==> config.mk <==
export PLATFORM = sky130hd
export DESIGN_NAME = audio_fmt_conv
export DESIGN_NICKNAME = d
export VERILOG_FILES = /design/src/rtl/afc_pkg.sv /design/src/rtl/afc_lfsr.sv /design/src/rtl/afc_fold.sv /design/src/rtl/afc_resize.sv /design/src/rtl/audio_fmt_conv.sv
export SDC_FILE = /design/constraint.sdc
export NUM_CORES = 1
export LEC_CHECK = 0
export BUFFER_PORTS_ARGS = -buffer_cell sky130_fd_sc_hd__buf_2
export CAP_MARGIN = 20
export CELL_PAD_IN_SITES_DETAIL_PLACEMENT = 0
export CELL_PAD_IN_SITES_GLOBAL_PLACEMENT = 1
export CORE_MARGIN = 1.5
export CORE_UTILIZATION = 46
export DETAILED_ROUTE_END_ITERATION = 10
export HOLD_SLACK_MARGIN = 0.15
export PLACE_DENSITY = 0.93
export REMOVE_ABC_BUFFERS = 1
export SYNTH_ARGS = -nofsm -noshare
export SYNTH_HDL_FRONTEND = slang
export SYNTH_SLANG_ARGS = --single-unit
==> constraint.sdc <==
create_clock -name clk -period 6 [get_ports clk]
set_input_delay 1.2 -clock clk [delete_from_list [all_inputs] [get_ports clk]]
set_output_delay 1.2 -clock clk [all_outputs]
set_load 0.005 [all_outputs]
==> src/rtl/afc_pkg.sv <==
package afc_pkg;

    localparam int unsigned SAMPLE_W = 32;
    localparam int unsigned CTRL_W   = 32;
    localparam int unsigned CODE_W   = 3;
    localparam int unsigned CNT_W    = 3;
    localparam int unsigned LFSR_W   = 16;
    localparam int unsigned STEP_W   = SAMPLE_W / 8;

    // control word field positions
    localparam int unsigned POS_HUB_CNT  = 24;
    localparam int unsigned POS_CLI_CNT  = 16;
    localparam int unsigned POS_HUB_CODE = 12;
    localparam int unsigned POS_CLI_CODE = 8;
    localparam int unsigned POS_FILL     = 6;
    localparam int unsigned POS_FOLD     = 4;
    localparam int unsigned POS_REPL     = 3;
    localparam int unsigned POS_DIR      = 2;
    localparam int unsigned POS_CHOP     = 1;
    localparam int unsigned POS_MONO     = 0;

    typedef enum logic [1:0] {
        FILL_ZERO = 2'd0,
        FILL_ONE  = 2'd1,
        FILL_RAND = 2'd2,
        FILL_RSVD = 2'd3
    } fill_e;

    typedef enum logic [1:0] {
        FOLD_CH0  = 2'd0,
        FOLD_CH1  = 2'd1,
        FOLD_AVG  = 2'd2,
        FOLD_RSVD = 2'd3
    } fold_e;

    typedef enum logic [1:0] {
        ST_TAKE  = 2'd0,
        ST_PAIR  = 2'd1,
        ST_SEND  = 2'd2,
        ST_EXTRA = 2'd3
    } afc_state_e;

    typedef struct packed {
        logic [CODE_W-1:0] src_code;
        logic [CODE_W-1:0] dst_code;
        logic [CNT_W-1:0]  src_cnt;
        logic [CNT_W-1:0]  dst_cnt;
        fill_e             fill;
        fold_e             fold;
        logic              chop;
        logic              mono_copy;
        logic              replicate;
    } fmt_t;

    function automatic logic [SAMPLE_W-1:0] keep_mask(input logic [CODE_W-1:0] code);
        int unsigned bits;
        bits = STEP_W * (int'(code) + 1);
        return ~({SAMPLE_W{1'b1}} >> bits);
    endfunction

    function automatic fmt_t decode_fmt(input logic [CTRL_W-1:0] w);
        fmt_t              f;
        logic [CODE_W-1:0] hub_code;
        logic [CODE_W-1:0] cli_code;
        logic [CNT_W-1:0]  hub_cnt;
        logic [CNT_W-1:0]  cli_cnt;
        hub_code = w[POS_HUB_CODE +: CODE_W];
        cli_code = w[POS_CLI_CODE +: CODE_W];
        hub_cnt  = w[POS_HUB_CNT  +: CNT_W];
        cli_cnt  = w[POS_CLI_CNT  +: CNT_W];
        if (w[POS_DIR]) begin
            f.src_code = hub_code;
            f.dst_code = cli_code;
            f.src_cnt  = hub_cnt;
            f.dst_cnt  = cli_cnt;
        end else begin
            f.src_code = cli_code;
            f.dst_code = hub_code;
            f.src_cnt  = cli_cnt;
            f.dst_cnt  = hub_cnt;
        end
        f.fill      = fill_e'(w[POS_FILL +: 2]);
        f.fold      = fold_e'(w[POS_FOLD +: 2]);
        f.chop      = w[POS_CHOP];
        f.mono_copy = w[POS_MONO];
        f.replicate = w[POS_REPL];
        return f;
    endfunction

endpackage

==> src/rtl/afc_lfsr.sv <==
module afc_lfsr
    import afc_pkg::*;
#(
    parameter logic [LFSR_W-1:0] SEED = 16'hACE1,
    parameter logic [LFSR_W-1:0] TAPS = 16'hB400
) (
    input  logic              clk,
    input  logic              rst_n,
    input  logic              adv,
    output logic [LFSR_W-1:0] q
);

    logic fb;

    always_comb begin
        fb = ^(q & TAPS);
    end

    always_ff @(posedge clk or negedge rst_n) begin
        if (!rst_n) begin
            q <= SEED;
        end else if (adv) begin
            q <= {q[LFSR_W-2:0], fb};
        end
    end

    assert_lfsr_nonzero_R2: assert property (@(posedge clk) disable iff (!rst_n)
        q != '0)
        else $error("noise register reached zero");

    assert_lfsr_steps_R2: assert property (@(posedge clk) disable iff (!rst_n)
        adv |=> (q != $past(q)))
        else $error("noise register did not step");

    assert_lfsr_holds_R2: assert property (@(posedge clk) disable iff (!rst_n)
        !adv |=> $stable(q))
        else $error("noise register stepped without request");

endmodule

==> src/rtl/afc_fold.sv <==
module afc_fold
    import afc_pkg::*;
(
    input  logic [SAMPLE_W-1:0] ch0,
    input  logic [SAMPLE_W-1:0] ch1,
    input  fold_e               mode,
    output logic [SAMPLE_W-1:0] y
);

    logic [SAMPLE_W:0] total;

    always_comb begin
        total = {ch0[SAMPLE_W-1], ch0} + {ch1[SAMPLE_W-1], ch1};
        unique case (mode)
            FOLD_CH1: y = ch1;
            FOLD_AVG: y = total[SAMPLE_W:1];
            default:  y = ch0;
        endcase
    end

endmodule

==> src/rtl/afc_resize.sv <==
module afc_resize
    import afc_pkg::*;
(
    input  logic [SAMPLE_W-1:0] sample,
    input  logic [CODE_W-1:0]   src_code,
    input  logic [CODE_W-1:0]   dst_code,
    input  fill_e               fill,
    input  logic                chop,
    input  logic [LFSR_W-1:0]   noise,
    output logic [SAMPLE_W-1:0] result,
    output logic                widened
);

    localparam int unsigned REP = SAMPLE_W / LFSR_W;
    localparam logic [SAMPLE_W-1:0] MAX_POS = {1'b0, {(SAMPLE_W-1){1'b1}}};

    logic [SAMPLE_W-1:0] keep_s;
    logic [SAMPLE_W-1:0] keep_d;
    logic [SAMPLE_W-1:0] src_v;
    logic [SAMPLE_W-1:0] low_d;
    logic [SAMPLE_W-1:0] half_lsb;
    logic [SAMPLE_W-1:0] rounded;
    logic [SAMPLE_W-1:0] pattern;
    logic                narrowed;
    logic                wrap;

    always_comb begin
        keep_s   = keep_mask(src_code);
        keep_d   = keep_mask(dst_code);
        src_v    = sample & keep_s;
        low_d    = ~keep_d;
        half_lsb = low_d & ~(low_d >> 1);
        rounded  = src_v + half_lsb;
        wrap     = !src_v[SAMPLE_W-1] && rounded[SAMPLE_W-1];
        widened  = dst_code > src_code;
        narrowed = dst_code < src_code;
        unique case (fill)
            FILL_ONE:  pattern = {SAMPLE_W{1'b1}};
            FILL_RAND: pattern = {REP{noise}};
            default:   pattern = '0;
        endcase
        if (widened) begin
            result = src_v | (pattern & keep_d & ~keep_s);
        end else if (narrowed && chop) begin
            result = src_v & keep_d;
        end else if (narrowed) begin
            result = wrap ? (MAX_POS & keep_d) : (rounded & keep_d);
        end else begin
            result = src_v;
        end
    end

    always_comb begin
        assert_below_lsb_clear_R1: assert ((result & ~keep_d) == '0)
            else $error("bits below destination width are set");
        if (narrowed && !chop && !src_v[SAMPLE_W-1]) begin
            assert_no_wrap_R4: assert (!result[SAMPLE_W-1])
                else $error("rounding wrapped a positive sample");
        end
    end

endmodule

==> src/rtl/audio_fmt_conv.sv <==
module audio_fmt_conv
    import afc_pkg::*;
#(
    parameter logic [LFSR_W-1:0] NOISE_SEED = 16'hACE1
) (
    input  logic                clk,
    input  logic                rst_n,
    input  logic [CTRL_W-1:0]   ctrl_word,
    input  logic                in_valid,
    output logic                in_ready,
    input  logic [SAMPLE_W-1:0] in_data,
    input  logic                in_first,
    output logic                out_valid,
    input  logic                out_ready,
    output logic [SAMPLE_W-1:0] out_data,
    output logic                out_first
);

    afc_state_e          state_q;
    afc_state_e          state_d;
    logic [CTRL_W-1:0]   cfg_q;
    logic [CTRL_W-1:0]   cfg_eff;
    fmt_t                fmt;
    fmt_t                fmt_cur;
    logic                in_fire;
    logic                out_fire;
    logic                fold_mode;
    logic                expand_mode;
    logic                conv_fire;
    logic [SAMPLE_W-1:0] hold_q;
    logic [SAMPLE_W-1:0] second_m;
    logic [SAMPLE_W-1:0] fold_y;
    logic [SAMPLE_W-1:0] conv_in;
    logic [SAMPLE_W-1:0] conv_out;
    logic                widened;
    logic [LFSR_W-1:0]   noise;
    logic                noise_adv;
    logic [SAMPLE_W-1:0] main_q;
    logic                main_first_q;
    logic [SAMPLE_W-1:0] extra_q;
    logic [CNT_W-1:0]    extra_cnt_q;

    // ---------------------------------------------------------------
    // Format selection: a new word is used from the marked sample on
    // ---------------------------------------------------------------
    always_comb begin
        in_fire     = in_valid && in_ready;
        out_fire    = out_valid && out_ready;
        cfg_eff     = (in_fire && in_first) ? ctrl_word : cfg_q;
        fmt         = decode_fmt(cfg_eff);
        fmt_cur     = decode_fmt(cfg_q);
        fold_mode   = (fmt.src_cnt == CNT_W'(1)) && (fmt.dst_cnt == '0);
        expand_mode = (fmt.src_cnt == '0) && (fmt.dst_cnt != '0);
        second_m    = in_data & keep_mask(fmt.src_code);
        conv_in     = (state_q == ST_PAIR) ? fold_y : in_data;
        conv_fire   = in_fire && ((state_q == ST_PAIR) || !fold_mode);
        noise_adv   = conv_fire && widened && (fmt.fill == FILL_RAND);
    end

    afc_fold u_fold (
        .ch0  (hold_q),
        .ch1  (second_m),
        .mode (fmt.fold),
        .y    (fold_y)
    );

    afc_resize u_resize (
        .sample   (conv_in),
        .src_code (fmt.src_code),
        .dst_code (fmt.dst_code),
        .fill     (fmt.fill),
        .chop     (fmt.chop),
        .noise    (noise),
        .result   (conv_out),
        .widened  (widened)
    );

    afc_lfsr #(
        .SEED (NOISE_SEED)
    ) u_lfsr (
        .clk   (clk),
        .rst_n (rst_n),
        .adv   (noise_adv),
        .q     (noise)
    );

    // ---------------------------------------------------------------
    // Sequencer: state register
    // ---------------------------------------------------------------
    always_ff @(posedge clk or negedge rst_n) begin
        if (!rst_n) begin
            state_q <= ST_TAKE;
        end else begin
            state_q <= state_d;
        end
    end

    // ---------------------------------------------------------------
    // Sequencer: next state
    // ---------------------------------------------------------------
    always_comb begin
        state_d = state_q;
        unique case (state_q)
            ST_TAKE: begin
                if (in_fire) begin
                    state_d = fold_mode ? ST_PAIR : ST_SEND;
                end
            end
            ST_PAIR: begin
                if (in_fire) begin
                    state_d = ST_SEND;
                end
            end
            ST_SEND: begin
                if (out_fire) begin
                    state_d = (extra_cnt_q != '0) ? ST_EXTRA : ST_TAKE;
                end
            end
            ST_EXTRA: begin
                if (out_fire && (extra_cnt_q == CNT_W'(1))) begin
                    state_d = ST_TAKE;
                end
            end
            default: state_d = ST_TAKE;
        endcase
    end

    // ---------------------------------------------------------------
    // Datapath registers
    // ---------------------------------------------------------------
    always_ff @(posedge clk or negedge rst_n) begin
        if (!rst_n) begin
            cfg_q        <= '0;
            hold_q       <= '0;
            main_q       <= '0;
            main_first_q <= 1'b0;
            extra_q      <= '0;
            extra_cnt_q  <= '0;
        end else begin
            if (in_fire && in_first) begin
                cfg_q <= ctrl_word;
            end
            if (in_fire && (state_q == ST_TAKE) && fold_mode) begin
                hold_q <= in_data & keep_mask(fmt.src_code);
            end
            if (conv_fire) begin
                main_q       <= conv_out;
                main_first_q <= (fold_mode || expand_mode) ? 1'b1 : in_first;
                extra_q      <= (fmt.mono_copy || fmt.replicate) ? conv_out : '0;
                extra_cnt_q  <= expand_mode ? fmt.dst_cnt : '0;
            end else if (out_fire && (state_q == ST_EXTRA)) begin
                extra_cnt_q <= extra_cnt_q - CNT_W'(1);
            end
        end
    end

    // ---------------------------------------------------------------
    // Outputs
    // ---------------------------------------------------------------
    always_comb begin
        in_ready  = (state_q == ST_TAKE) || (state_q == ST_PAIR);
        out_valid = (state_q == ST_SEND) || (state_q == ST_EXTRA);
        out_data  = (state_q == ST_EXTRA) ? extra_q : main_q;
        out_first = (state_q == ST_SEND) && main_first_q;
    end

    // ---------------------------------------------------------------
    // Checks
    // ---------------------------------------------------------------
    assert_hold_stable_R10: assert property (@(posedge clk) disable iff (!rst_n)
        (out_valid && !out_ready) |=> (out_valid && $stable(out_data) && $stable(out_first)))
        else $error("output changed while stalled");

    assert_cfg_frame_R8: assert property (@(posedge clk) disable iff (!rst_n)
        !(in_valid && in_ready && in_first) |=> $stable(cfg_q))
        else $error("format changed off a frame boundary");

    assert_fold_marked_R5: assert property (@(posedge clk) disable iff (!rst_n)
        ((state_q == ST_SEND) && (fmt_cur.src_cnt == CNT_W'(1)) && (fmt_cur.dst_cnt == '0))
            |-> out_first)
        else $error("fold output lacks frame marker");

    assert_extra_left_R6: assert property (@(posedge clk) disable iff (!rst_n)
        (state_q == ST_EXTRA) |-> (extra_cnt_q != '0))
        else $error("added-channel state with nothing left");

endmodule

# Word-level counts from Yosys, hierarchy flattened

Index checks and enable logic that the tools add are counted.

Logic and storage cells: 96
Input port bits: 69
Flip-flop bits (word level): 145
Output and inout port bits: 35

Reduce and logical (&&, ||, !) cells: 30
Add/sub/neg operators: 5
Muxes and demuxes: 22
Bitwise gates (word level): 13
Order comparisons: 2
Equality and inequality tests: 13
Shift operators: 2

Operator list:

| cell                                                                   | count |
|---|---|
| 32-bit bitwise AND                                                     | 7 |
| 32-bit 2-to-1 mux                                                      | 7 |
| 32-bit inverter                                                        | 4 |
| 32-bit one-hot mux with 2 select lines                                 | 2 |
| 32-bit by 32-bit adder with 33-bit output                              | 1 |
| 32-bit adder                                                           | 1 |
| 31-bit inverter with 32-bit output                                     | 1 |
| 32-bit bitwise OR                                                      | 1 |
| 32-bit by 32-bit right shift with 32-bit output (first input constant) | 1 |
| 32-bit by 6-bit right shift with 32-bit output (first input constant)  | 1 |
| 27-bit 2-to-1 mux                                                      | 1 |
| 16-bit parity                                                          | 1 |
| 1-bit logical AND                                                      | 15 |
| 12-bit 2-to-1 mux                                                      | 1 |
| 2-bit 2-to-1 mux                                                       | 6 |
| 3-bit 2-to-1 mux                                                       | 3 |
| 3-bit by 1-bit adder with 4-bit output (second input constant)         | 2 |
| 2-bit equality test (second input constant)                            | 4 |
| 2-bit inequality test (second input constant)                          | 4 |
| 2-bit one-hot mux with 4 select lines                                  | 1 |
| 2-bit by 1-bit equality test with 1-bit output (second input constant) | 3 |
| 3-bit by 1-bit equality test with 1-bit output (second input constant) | 2 |
| 3-bit zero test                                                        | 2 |
| 3-bit nonzero test                                                     | 2 |
| 9 further kinds                                                        | 14 |

# Logic depth before layout (Yosys ltp)

Gate-level depths: netlist (run 1).

Depth after elaboration: 21
Depth in mapped cells: 28
Mapped depth without buffers: 24

# Cells and area by module

From an unflattened synthesis (run 1), not the netlist that was laid out.

Cells, all modules: 1,338
Area total of the unflattened synthesis: 11,661.2 µm²

By module, submodules not included:

| module         | cells an instance | area an instance (µm²) | seq. area each (µm²) | times used |
|---|---|---|---|---|
| audio_fmt_conv | 613               | 6,552.5                | 3,052.9              | 1 |
| afc_fold       | 336               | 2,264.7                | 0.0                  | 1 |
| afc_resize     | 351               | 2,168.3                | 0.0                  | 1 |
| afc_lfsr       | 38                | 675.6                  | 410.4                | 1 |

# Least setup slack after synthesis (run 1)

No wires, ideal clock.

Path kind: input -> register
Start: input port ctrl_word[2]
End: register extra_q[25]
Setup time: 0.126 ns
Slack: -0.175 ns
Stages on the path: 22
Data required time: 5.874 ns
Path buffers: 0
Arrival: 6.048 ns
Path through: mux2i_1 -> a211o_1 -> nand2_1 -> and2_1 -> fa_1 -> a211o_1 -> a21o_1 -> o21ai_2 -> o21ai_0 -> xor2_1 -> a211o_1 -> a21oi_1 -> nor3_1 -> ha_1 -> inv_1 -> or4b_1 -> o21bai_1 -> and4b_4 -> o21ai_0 -> a21bo_2 -> a221oi_2 -> nor2_1

Word-level cells in the longest chain between the ends: 17
Elaborated cells between the ends (all ways): 39
Classes of those cells: add/sub: 4; order compare: 2; eq/ne: 1; shift: 2; mux: 9; bitwise: 13; reduce/logical: 8

Ends and longest elaborated chain:

| what                                                           | line                               | source |
|---|---|---|
| from (decl)                                                    | audio_fmt_conv.sv:8                | `input logic [CTRL_W-1:0] ctrl_word,` |
| 27-bit 2-to-1 mux (*)                                          | --                                 |  |
| 12-bit 2-to-1 mux (*)                                          | afc_pkg.sv:71                      | `if (w[POS_DIR]) begin` |
| 3-bit by 1-bit adder with 4-bit output (*)                     | afc_pkg.sv:57                      | `bits = STEP_W * (int'(code) + 1);` |
| 32-bit by 6-bit right shift with 32-bit output (*)             | afc_pkg.sv:58                      | `return ~({SAMPLE_W{1'b1}} >> bits);` |
| 32-bit inverter (*)                                            | afc_pkg.sv:58                      |  |
| 32-bit bitwise AND (*)                                         | audio_fmt_conv.sv:54               | `second_m = in_data & keep_mask(fmt.src_code);` |
| named net second_m[1]                                          | audio_fmt_conv.sv:31               | `logic [SAMPLE_W-1:0] second_m;` |
| 32-bit by 32-bit adder with 33-bit output                      | afc_fold.sv:13                     | `total = {ch0[SAMPLE_W-1], ch0} + {ch1[SAMPLE_W-1], ch1};` |
| (+2 left out)                                                  | --                                 |  |
| 32-bit bitwise AND (*)                                         | afc_resize.sv:30                   | `src_v = sample & keep_s;` |
| 32-bit adder / 1-bit zero test (equally long branches)         | afc_resize.sv:33, afc_resize.sv:34 |  |
| 32-bit bitwise AND / 1-bit logical AND (equally long branches) | afc_resize.sv:47, afc_resize.sv:34 |  |
| 32-bit 2-to-1 mux                                              | afc_resize.sv:47                   | `result = wrap ? (MAX_POS & keep_d) : (rounded & keep_d);` |
| 32-bit 2-to-1 mux                                              | afc_resize.sv:46                   | `end else if (narrowed) begin` |
| 32-bit 2-to-1 mux                                              | afc_resize.sv:44                   | `end else if (narrowed && chop) begin` |
| 32-bit 2-to-1 mux (*)                                          | afc_resize.sv:42                   | `if (widened) begin` |
| 32-bit 2-to-1 mux (*)                                          | audio_fmt_conv.sv:149              | `extra_q <= (fmt.mono_copy \|\| fmt.replicate) ? conv_out : '0;` |
| to (signal assigned)                                           | audio_fmt_conv.sv:149              |  |
| to (decl)                                                      | audio_fmt_conv.sv:40               | `logic [SAMPLE_W-1:0] extra_q;` |

The timed path passes the listed nets; every way through them passes the cells marked *.
A chain may end at the register's enable or synchronous reset.

# Worst setup path in the final report (run 1)

Start: input port ctrl_word[2]
End: register main_q[26]

Word-level cells in the longest chain between the ends: 16
Elaborated cells between the ends (all ways): 38
Classes of those cells: add/sub: 4; order compare: 2; eq/ne: 1; shift: 2; mux: 8; bitwise: 13; reduce/logical: 8

Ends and longest elaborated chain:

| what                                                           | line                               | source |
|---|---|---|
| 27-bit 2-to-1 mux (*)                                          | --                                 |  |
| 12-bit 2-to-1 mux (*)                                          | afc_pkg.sv:71                      |  |
| 3-bit by 1-bit adder with 4-bit output (*)                     | afc_pkg.sv:57                      |  |
| 32-bit by 6-bit right shift with 32-bit output (*)             | afc_pkg.sv:58                      |  |
| 32-bit inverter (*)                                            | afc_pkg.sv:58                      |  |
| 32-bit bitwise AND (*)                                         | audio_fmt_conv.sv:54               |  |
| named net second_m[2]                                          | audio_fmt_conv.sv:31               |  |
| 32-bit by 32-bit adder with 33-bit output                      | afc_fold.sv:13                     |  |
| 32-bit one-hot mux with 2 select lines (*)                     | afc_fold.sv:14                     | `unique case (mode)` |
| 32-bit 2-to-1 mux (*)                                          | audio_fmt_conv.sv:55               | `conv_in = (state_q == ST_PAIR) ? fold_y : in_data;` |
| 32-bit bitwise AND (*)                                         | afc_resize.sv:30                   |  |
| 32-bit adder / 1-bit zero test (equally long branches)         | afc_resize.sv:33, afc_resize.sv:34 |  |
| 32-bit bitwise AND / 1-bit logical AND (equally long branches) | afc_resize.sv:47, afc_resize.sv:34 |  |
| 32-bit 2-to-1 mux                                              | afc_resize.sv:47                   |  |
| 32-bit 2-to-1 mux                                              | afc_resize.sv:46                   |  |
| 32-bit 2-to-1 mux                                              | afc_resize.sv:44                   |  |
| 32-bit 2-to-1 mux (*)                                          | afc_resize.sv:42                   |  |
| to (signal assigned)                                           | audio_fmt_conv.sv:147              | `main_q <= conv_out;` |
| to (decl)                                                      | audio_fmt_conv.sv:38               | `logic [SAMPLE_W-1:0] main_q;` |

Marks and branches as above.

==> results of run 1 <==
-- per-stage QoR --
stage                     instances  hold WS (ns)
after global routing           2012         0.503
final                          2012         0.483
after detailed placement       1973         0.474
after global placement         1973         0.463
after floorplan                1328         0.450
after CTS                      2006         0.488
-- registers in the layout (all words and copies together), names as in the netlist --
name / count
hold_q: 32
u_lfsr.q: 16
main_q: 32
main_first_q: 1
state_q: 2
extra_cnt_q: 3
extra_q: 32
cfg_q: 20
-- kinds of logic after synthesis --
group,synth area share
xor+xnor,0.0134
flops,0.295
fa+ha+maj,0.0507
compound gates,0.275
buf+inv,0.0481
simple gates,0.202
mux,0.115
-- critical path, delay by kind of cell --
family	cells	cell delay (ns)
AO/OA/AOI/OAI	11	2.19
AND/OR/NAND/NOR	7	1.30
adder cells (fa/ha/maj)	2	0.50
XOR/XNOR	1	0.17
buffers and inverters	7	0.86
-- power breakdown --
part	internal, mW	total, mW	switching, mW
combinational	2.16	5.45	3.28
clock	0.556	1.01	0.455
sequential	1.28	1.52	0.242
total	4.00	7.98	3.98
-- layout make-up --
| type | count | area, µm² |
|---|---|---|
| Timing Repair Buffer | 322 | 2280 |
| Tap cell | 330 | 413 |
| Fill cell | 2261 | 10200 |
| Sequential cell | 138 | 3460 |
| Clock inverter | 11 | 87.6 |
| Inverter | 53 | 199 |
| Clock buffer | 21 | 460 |
| Multi-Input combinational cell | 1137 | 8010 |
-- path summary, 6_finish.rpt --
kind	end	cells past startpoint	from
max	main_q[26]$_DFFE_PN0P_	28	ctrl_word[2]
min	extra_q[2]$_DFFE_PN0P_	2	extra_q[2]$_DFFE_PN0P_
max reg2reg	extra_q[12]$_DFFE_PN0P_	26	cfg_q[2]$_DFF_PN0_
min reg2reg	extra_q[2]$_DFFE_PN0P_	2	extra_q[2]$_DFFE_PN0P_
max in group asynchronous	main_first_q$_DFFE_PN0P_	2	rst_n
min in group asynchronous	hold_q[25]$_DFFE_PN0P_	1	rst_n
-- Yosys cell counts (9+ instances only) --
cell      instances  area [µm²]
mux2_2           85         957
and2_1           28         175
o21a_1           21         158
mux2i_1          40         400
and3_1           12        75.1
nand2_1         135         507
clkbuf_1         51         191
xnor2_1          13         114
a21o_1           14         105
buf_2            17        85.1
nand3_1          37         185
ha_1             46         576
a31oi_1           9        56.3
a211o_1          10        87.6
nor2_1          125         469
nand2b_1         15        93.8
or3_1            18         113
a22oi_1          10        75.1
a21oi_1         103         515
o22ai_1          17         106
nand4_1          22         138
inv_1            52         195
o21ai_0          83         415
dfrtp_1         130        3250
o21bai_1         11        82.6
o211ai_1         14         105
a211oi_1         14         105
nor3_1           30         150
o21ai_1          36         180
buf_1             9        33.8
nor4_1           11        68.8
-- routing by layer --
layer	up-vias	GRT usage	wire length [µm]
met5	-	0	0
met4	0	0.117	1520
met3	122	0.0525	3490
met2	614	0.492	18800
met1	6076	0.383	16600
li1	5793	-	-
-- repair_timing --
action                                  in CTS  in global routing
pin swaps                                    5                 30
endpoints found under the hold margin        0                  0
resized for setup                           12                 51
cloned                                       0                  2
endpoints found under the setup margin      62                 64
buffers inserted                             1                  4
==> flow_summary.json, run 1 <==
{
  "die_h_um": 163,
  "crit_path_end_kind": "flop",
  "critical_path_class": "primary input to flop",
  "hold_class": "flop to flop",
  "path_clk_slew_ns": 0.06,
  "drt_iter0_markers": 1450,
  "p_leak_nw": 6.78,
  "ys_ff_latch": 138,
  "syn_area_per_cell_um2": 8.33,
  "cts_max_path_buffers": 2,
  "max_freq_mhz": 171,
  "clockRootBuffer": "clkbuf_16",
  "fin_skew_ns": 0.00938,
  "antenna_found_initial": 0,
  "ys_dominant_reg_cell": "dfrtp_1",
  "dr.pass1.iters": 7,
  "vias_per_cell": 6.26,
  "totalPowerFinal_mw": 7.98,
  "r2r_slack_ns": 0.36,
  "grt-ovfl-total": 0,
  "setup_viol": 0,
  "drv_slew": 0,
  "synth_cells": 1411,
  "rsz0062_at_grt": "yes",
  "clock-sinks": 138,
  "p_per_area_nw_per_um2": 535,
  "timing.final.crit_share": 0.976,
  "final_hold_viol_count": 0,
  "layout-drive-gt1-share": 0.313,
  "place_area_um2": 14000,
  "drt_wl_total_mm": 40.4,
  "antenna_left": 0,
  "crit_top_cell": "buf_4",
  "dp_hpwl_mm": 29.9,
  "hold_buffers": 0,
  "drcViolationCount": 0,
  "finalInstanceArea_um2": 14900,
  "track_usage": 0.297,
  "die_w_um": 163,
  "layout.nets": 1785,
  "layout_common_cells": "buf_4 (222), nand2_1 (134), dfrtp_1 (130)",
  "cts_tree": "built",
  "grt_max_degree": 98,
  "grt_pass1_wl_mm": 61.8,
  "place_congestion": 1.01,
  "rows": 58,
  "status": "complete, no violations",
  "diodes": 0,
  "yosysUniqueCellTypes": 100,
  "vdd_drop_max_uv": 334,
  "seq_area_frac_synth": 0.295,
  "yosys_warnings": 0,
  "fin_setup_tns_ns": 0,
  "final_util": 0.594,
  "setup_slack_ns": 0.146,
  "period_minus_slack_ns": 5.85,
  "first_global_vias": 11968,
  "dp_slack_ns": -0.638,
  "cp_slowest_cell": "or4b_4",
  "final_common_cell": "buf_4",
  "cp_slowest_stage_delay_ns": 0.53,
  "core_area_um2": 25100,
  "worst_pin_slew_ns": 1.06,
  "ios": 104,
  "start_util": 0.468,
  "numCtsBuffers": 17,
  "async_flop_share": 1.00,
  "critPathArrivalTime_ns": 6.21,
  "start_kind": "primary input",
  "synthesis.area_um2": 11800,
  "cp_max_fo": 6,
  "wl_per_cell_um": 20.1,
  "clock_latency_ns": 0.43,
  "worstPathRequired_ns": 6.35,
  "die-area_um2": 26500,
  "portBuffers": 91,
  "synth_edf_count": 0,
  "relSlewSlack": 0.287,
  "cts-htree-levels": 4,
  "maxCapViolations": 0,
  "vias": 12605,
  "syn2layout_area_growth_pct": 26.9
}
Power figures use the tool's default switching activity.
==> run 2, diff against run 1 <==
--- a/config.mk
+++ b/config.mk
@@ -5,15 +5,16 @@
 export SDC_FILE = /design/constraint.sdc
 export NUM_CORES = 1
 export LEC_CHECK = 0
+export ABC_AREA = 1
 export BUFFER_PORTS_ARGS = -buffer_cell sky130_fd_sc_hd__buf_2
 export CAP_MARGIN = 20
 export CELL_PAD_IN_SITES_DETAIL_PLACEMENT = 0
 export CELL_PAD_IN_SITES_GLOBAL_PLACEMENT = 1
 export CORE_MARGIN = 1.5
-export CORE_UTILIZATION = 46
+export CORE_UTILIZATION = 43
 export DETAILED_ROUTE_END_ITERATION = 10
 export HOLD_SLACK_MARGIN = 0.15
-export PLACE_DENSITY = 0.93
+export PLACE_DENSITY = 0.94
 export REMOVE_ABC_BUFFERS = 1
 export SYNTH_ARGS = -nofsm -noshare
 export SYNTH_HDL_FRONTEND = slang
==> run 2 against run 1 <==
  * Cell count increased by 21%
  * Largest cell class unchanged
  * Count of clock-buffer cells in the layout decreased by 3
  * Critical path type unchanged
  * Largest power group unchanged
  * Sequential share of layout area increased by 2.0 points
==> flow_summary.json, run 2 <==
{
  "cts_max_path_buffers": 2,
  "grtUsageMet3": 0.0447,
  "place_congestion": 0.959,
  "ys_ff_latch": 138,
  "swShare": 0.547,
  "diodes": 0,
  "grt_max_degree": 99,
  "synthAdderAreaFrac": 0.0498,
  "core_area_um2": 27100,
  "hold_class": "flop to flop",
  "postCtsSetupRepairBufs": 0,
  "grt.busiest_layer": "met2",
  "maxCapViolations": 0,
  "synth_area_leader_cell": "dfrtp_1",
  "ios": 104,
  "syn2layout_area_growth_pct": 14.9,
  "fillCellCount": 2785,
  "worstPathRequired_ns": 6.34,
  "power.share.clock": 0.140,
  "hold_start": "u_lfsr.q[5]$_DFFE_PN1P_",
  "max_freq_mhz": 176,
  "r2r-start": "state_q[1]$_DFFE_PN0P_",
  "die_h_um": 170,
  "syn_area_per_cell_um2": 6.20,
  "seq_area_um2": 3460,
  "wl_per_cell_um": 16.1,
  "yosys_warnings": 0,
  "vdd_drop_max_uv": 264,
  "worst_pin_slew_ns": 1.14,
  "path_clk_slew_ns": 0.07,
  "top_regs": "extra_q (32), hold_q (32), main_q (32)",
  "synth_common_cells": "nand2_1 (654), inv_1 (222), o21ai_0 (176)",
  "synth_top_family_by_area": "simple AND/OR/NAND/NOR gates",
  "drt_iter0_markers": 916,
  "layout.nets": 2159,
  "p_seq_frac": 0.181,
  "cp_slowest_cell": "a21oi_1",
  "start_util": 0.442,
  "p_per_area_nw_per_um2": 542,
  "seq_area_frac_synth": 0.289,
  "finalInstanceArea_um2": 13700,
  "netlist_top_cells_area": "dfrtp_1 (27%), nand2_1 (21%), o21ai_0 (7.4%)",
  "grtUsageMet1": 0.376,
  "critPathArrivalTime_ns": 6.01,
  "die_w_um": 170,
  "setup_viol": 0,
  "grt_pass1_wl_mm": 62.0,
  "synth_compound_area_frac": 0.179,
  "timing.final.crit_share": 0.946,
  "synth_xor_area_frac": 0.0132,
  "synth_cells": 1931,
  "crit_buf_inv": 4,
  "holdWs_ns": 0.479,
  "drcViolationCount": 0,
  "p_leak_nw": 7.14,
  "cp_slowest_stage_delay_ns": 0.41,
  "async_flop_share": 1.00,
  "layout_common_cells": "nand2_1 (654), inv_1 (222), o21ai_0 (176)",
  "die-area_um2": 28800,
  "fin_skew_ns": 0.0148,
  "totalPowerFinal_mw": 7.45,
  "p_int_mw": 3.38,
  "numCtsBuffers": 17,
  "first_global_vias": 11969,
  "drt_wl_total_mm": 39.1,
  "track_usage": 0.274,
  "clock-sinks": 138,
  "cp_max_fo": 10,
  "muxShareOfSynthArea": 0.00356,
  "cts-htree-levels": 4,
  "place_area_um2": 13100,
  "dp_hpwl_mm": 30.2,
  "antenna_found_initial": 0,
  "hold_buffers": 0,
  "vias_per_cell": 5.30,
  "grt_use_met2": 0.444,
  "relSlewSlack": 0.240,
  "critical_path_class": "primary input to flop",
  "dr.pass1.iters": 6,
  "yosysTopAreaCellShare": 0.272,
  "switchingPower_mw": 4.07,
  "final_common_cell": "nand2_1",
  "rows": 60,
  "synth.most_common_cell": "nand2_1",
  "combPwrFrac": 0.679,
  "drv_slew": 0,
  "portBuffers": 91,
  "crit_top_cell": "nand2_1",
  "synth_edf_count": 0,
  "synthesis.area_um2": 12000,
  "cts_tree": "built",
  "critPathTopFamily": "simple AND/OR/NAND/NOR gates",
  "clock_latency_ns": 0.43,
  "multiInputGateArea_um2": 7330,
  "yosys.area_share.simple": 0.364,
  "layout-drive-gt1-share": 0.140,
  "rsz0062_at_grt": "yes",
  "vias": 12860,
  "clockRootBuffer": "clkbuf_16",
  "final_hold_viol_count": 0,
  "ys_dominant_reg_cell": "dfrtp_1",
  "period_minus_slack_ns": 5.68,
  "r2r_slack_ns": 0.59,
  "antenna_left": 0,
  "yosysUniqueCellTypes": 52,
  "status": "complete, no violations",
  "fin_setup_tns_ns": 0,
  "start_kind": "primary input",
  "startpoint": "in_first",
  "crit_path_end_kind": "flop",
  "grt-ovfl-total": 0
}
[run 2: cell count changes after synthesis, sizes merged, moves of 19 or more]
cell	delta
nand2	+538
inv	+187
o21ai	+91
mux2	-83
nand3	+81
nor2	+44
mux2i	-38
and2	-28
a211oi	-19
[run 2: worst paths after layout]
path | cells after the start | end
max | 36 | main_q[25]$_DFFE_PN0P_
min | 2 | u_lfsr.q[5]$_DFFE_PN1P_
max reg2reg | 35 | main_q[25]$_DFFE_PN0P_
min reg2reg | 2 | u_lfsr.q[5]$_DFFE_PN1P_
max in group asynchronous | 2 | extra_q[23]$_DFFE_PN0P_
min in group asynchronous | 1 | hold_q[1]$_DFFE_PN0P_
[run 2: worst min-delay path, cell delays in order (launching register included)]
cell,delay [ns]
dfstp_2,0.38
nand2_1,0.06
nand2_1,0.05
[run 2: cell families after synthesis]
kind of cell | after synthesis
buffers and inverters | 308
adders and majority gates | 47
xor gates and xnor gates | 18
DFF | 138
muxes | 4
AOI/OAI and AO/OA | 390
and+or+nand+nor | 1026
[run 2: layout make-up]
type / instances / share of cell area
sequential: 138 / 0.252
multi-input combinational: 1485 / 0.533
timing repair buffer: 160 / 0.0736
clock buffer: 18 / 0.0319
clock inverter: 14 / 0.00947
tap: 372 / 0.0339
inverter: 241 / 0.0658
[run 2: metal layers]
layer  share of wire  vias to the layer above
met5               0                        -
met4           0.025                        0
met3           0.062                       55
met2            0.45                      414
met1            0.46                     5940
li1                -                     6451
[run 2: power by group through the flow]
stage	logic (mW)	registers, mW	clock network [mW]
CTS	4.95	1.35	1.06
detailed placement	4.92	1.36	0
finish	5.06	1.35	1.05
floorplan	3.28	1.33	0
global route	5.64	1.38	1.09
global placement	4.85	1.35	0
[run 2: what timing repair did]
| item | in CTS | in global routing |
|---|---|---|
| gates resized for setup | 0 | 9 |
| endpoints found under the hold margin | 0 | 0 |
| endpoints found under the setup margin | 0 | 56 |
[run 2: stage by stage]
| stage | utilization | instances | worst slack (ns) |
|---|---|---|---|
| after global routing | 0.507 | 2428 | -0.0183 |
| after floorplan | - | 1864 | 0.583 |
| after global placement | 0.484 | 2395 | 0.0163 |
| final | 0.507 | 2428 | 0.321 |
| after CTS | 0.505 | 2427 | 0.372 |
| after detailed placement | 0.484 | 2395 | -0.0482 |
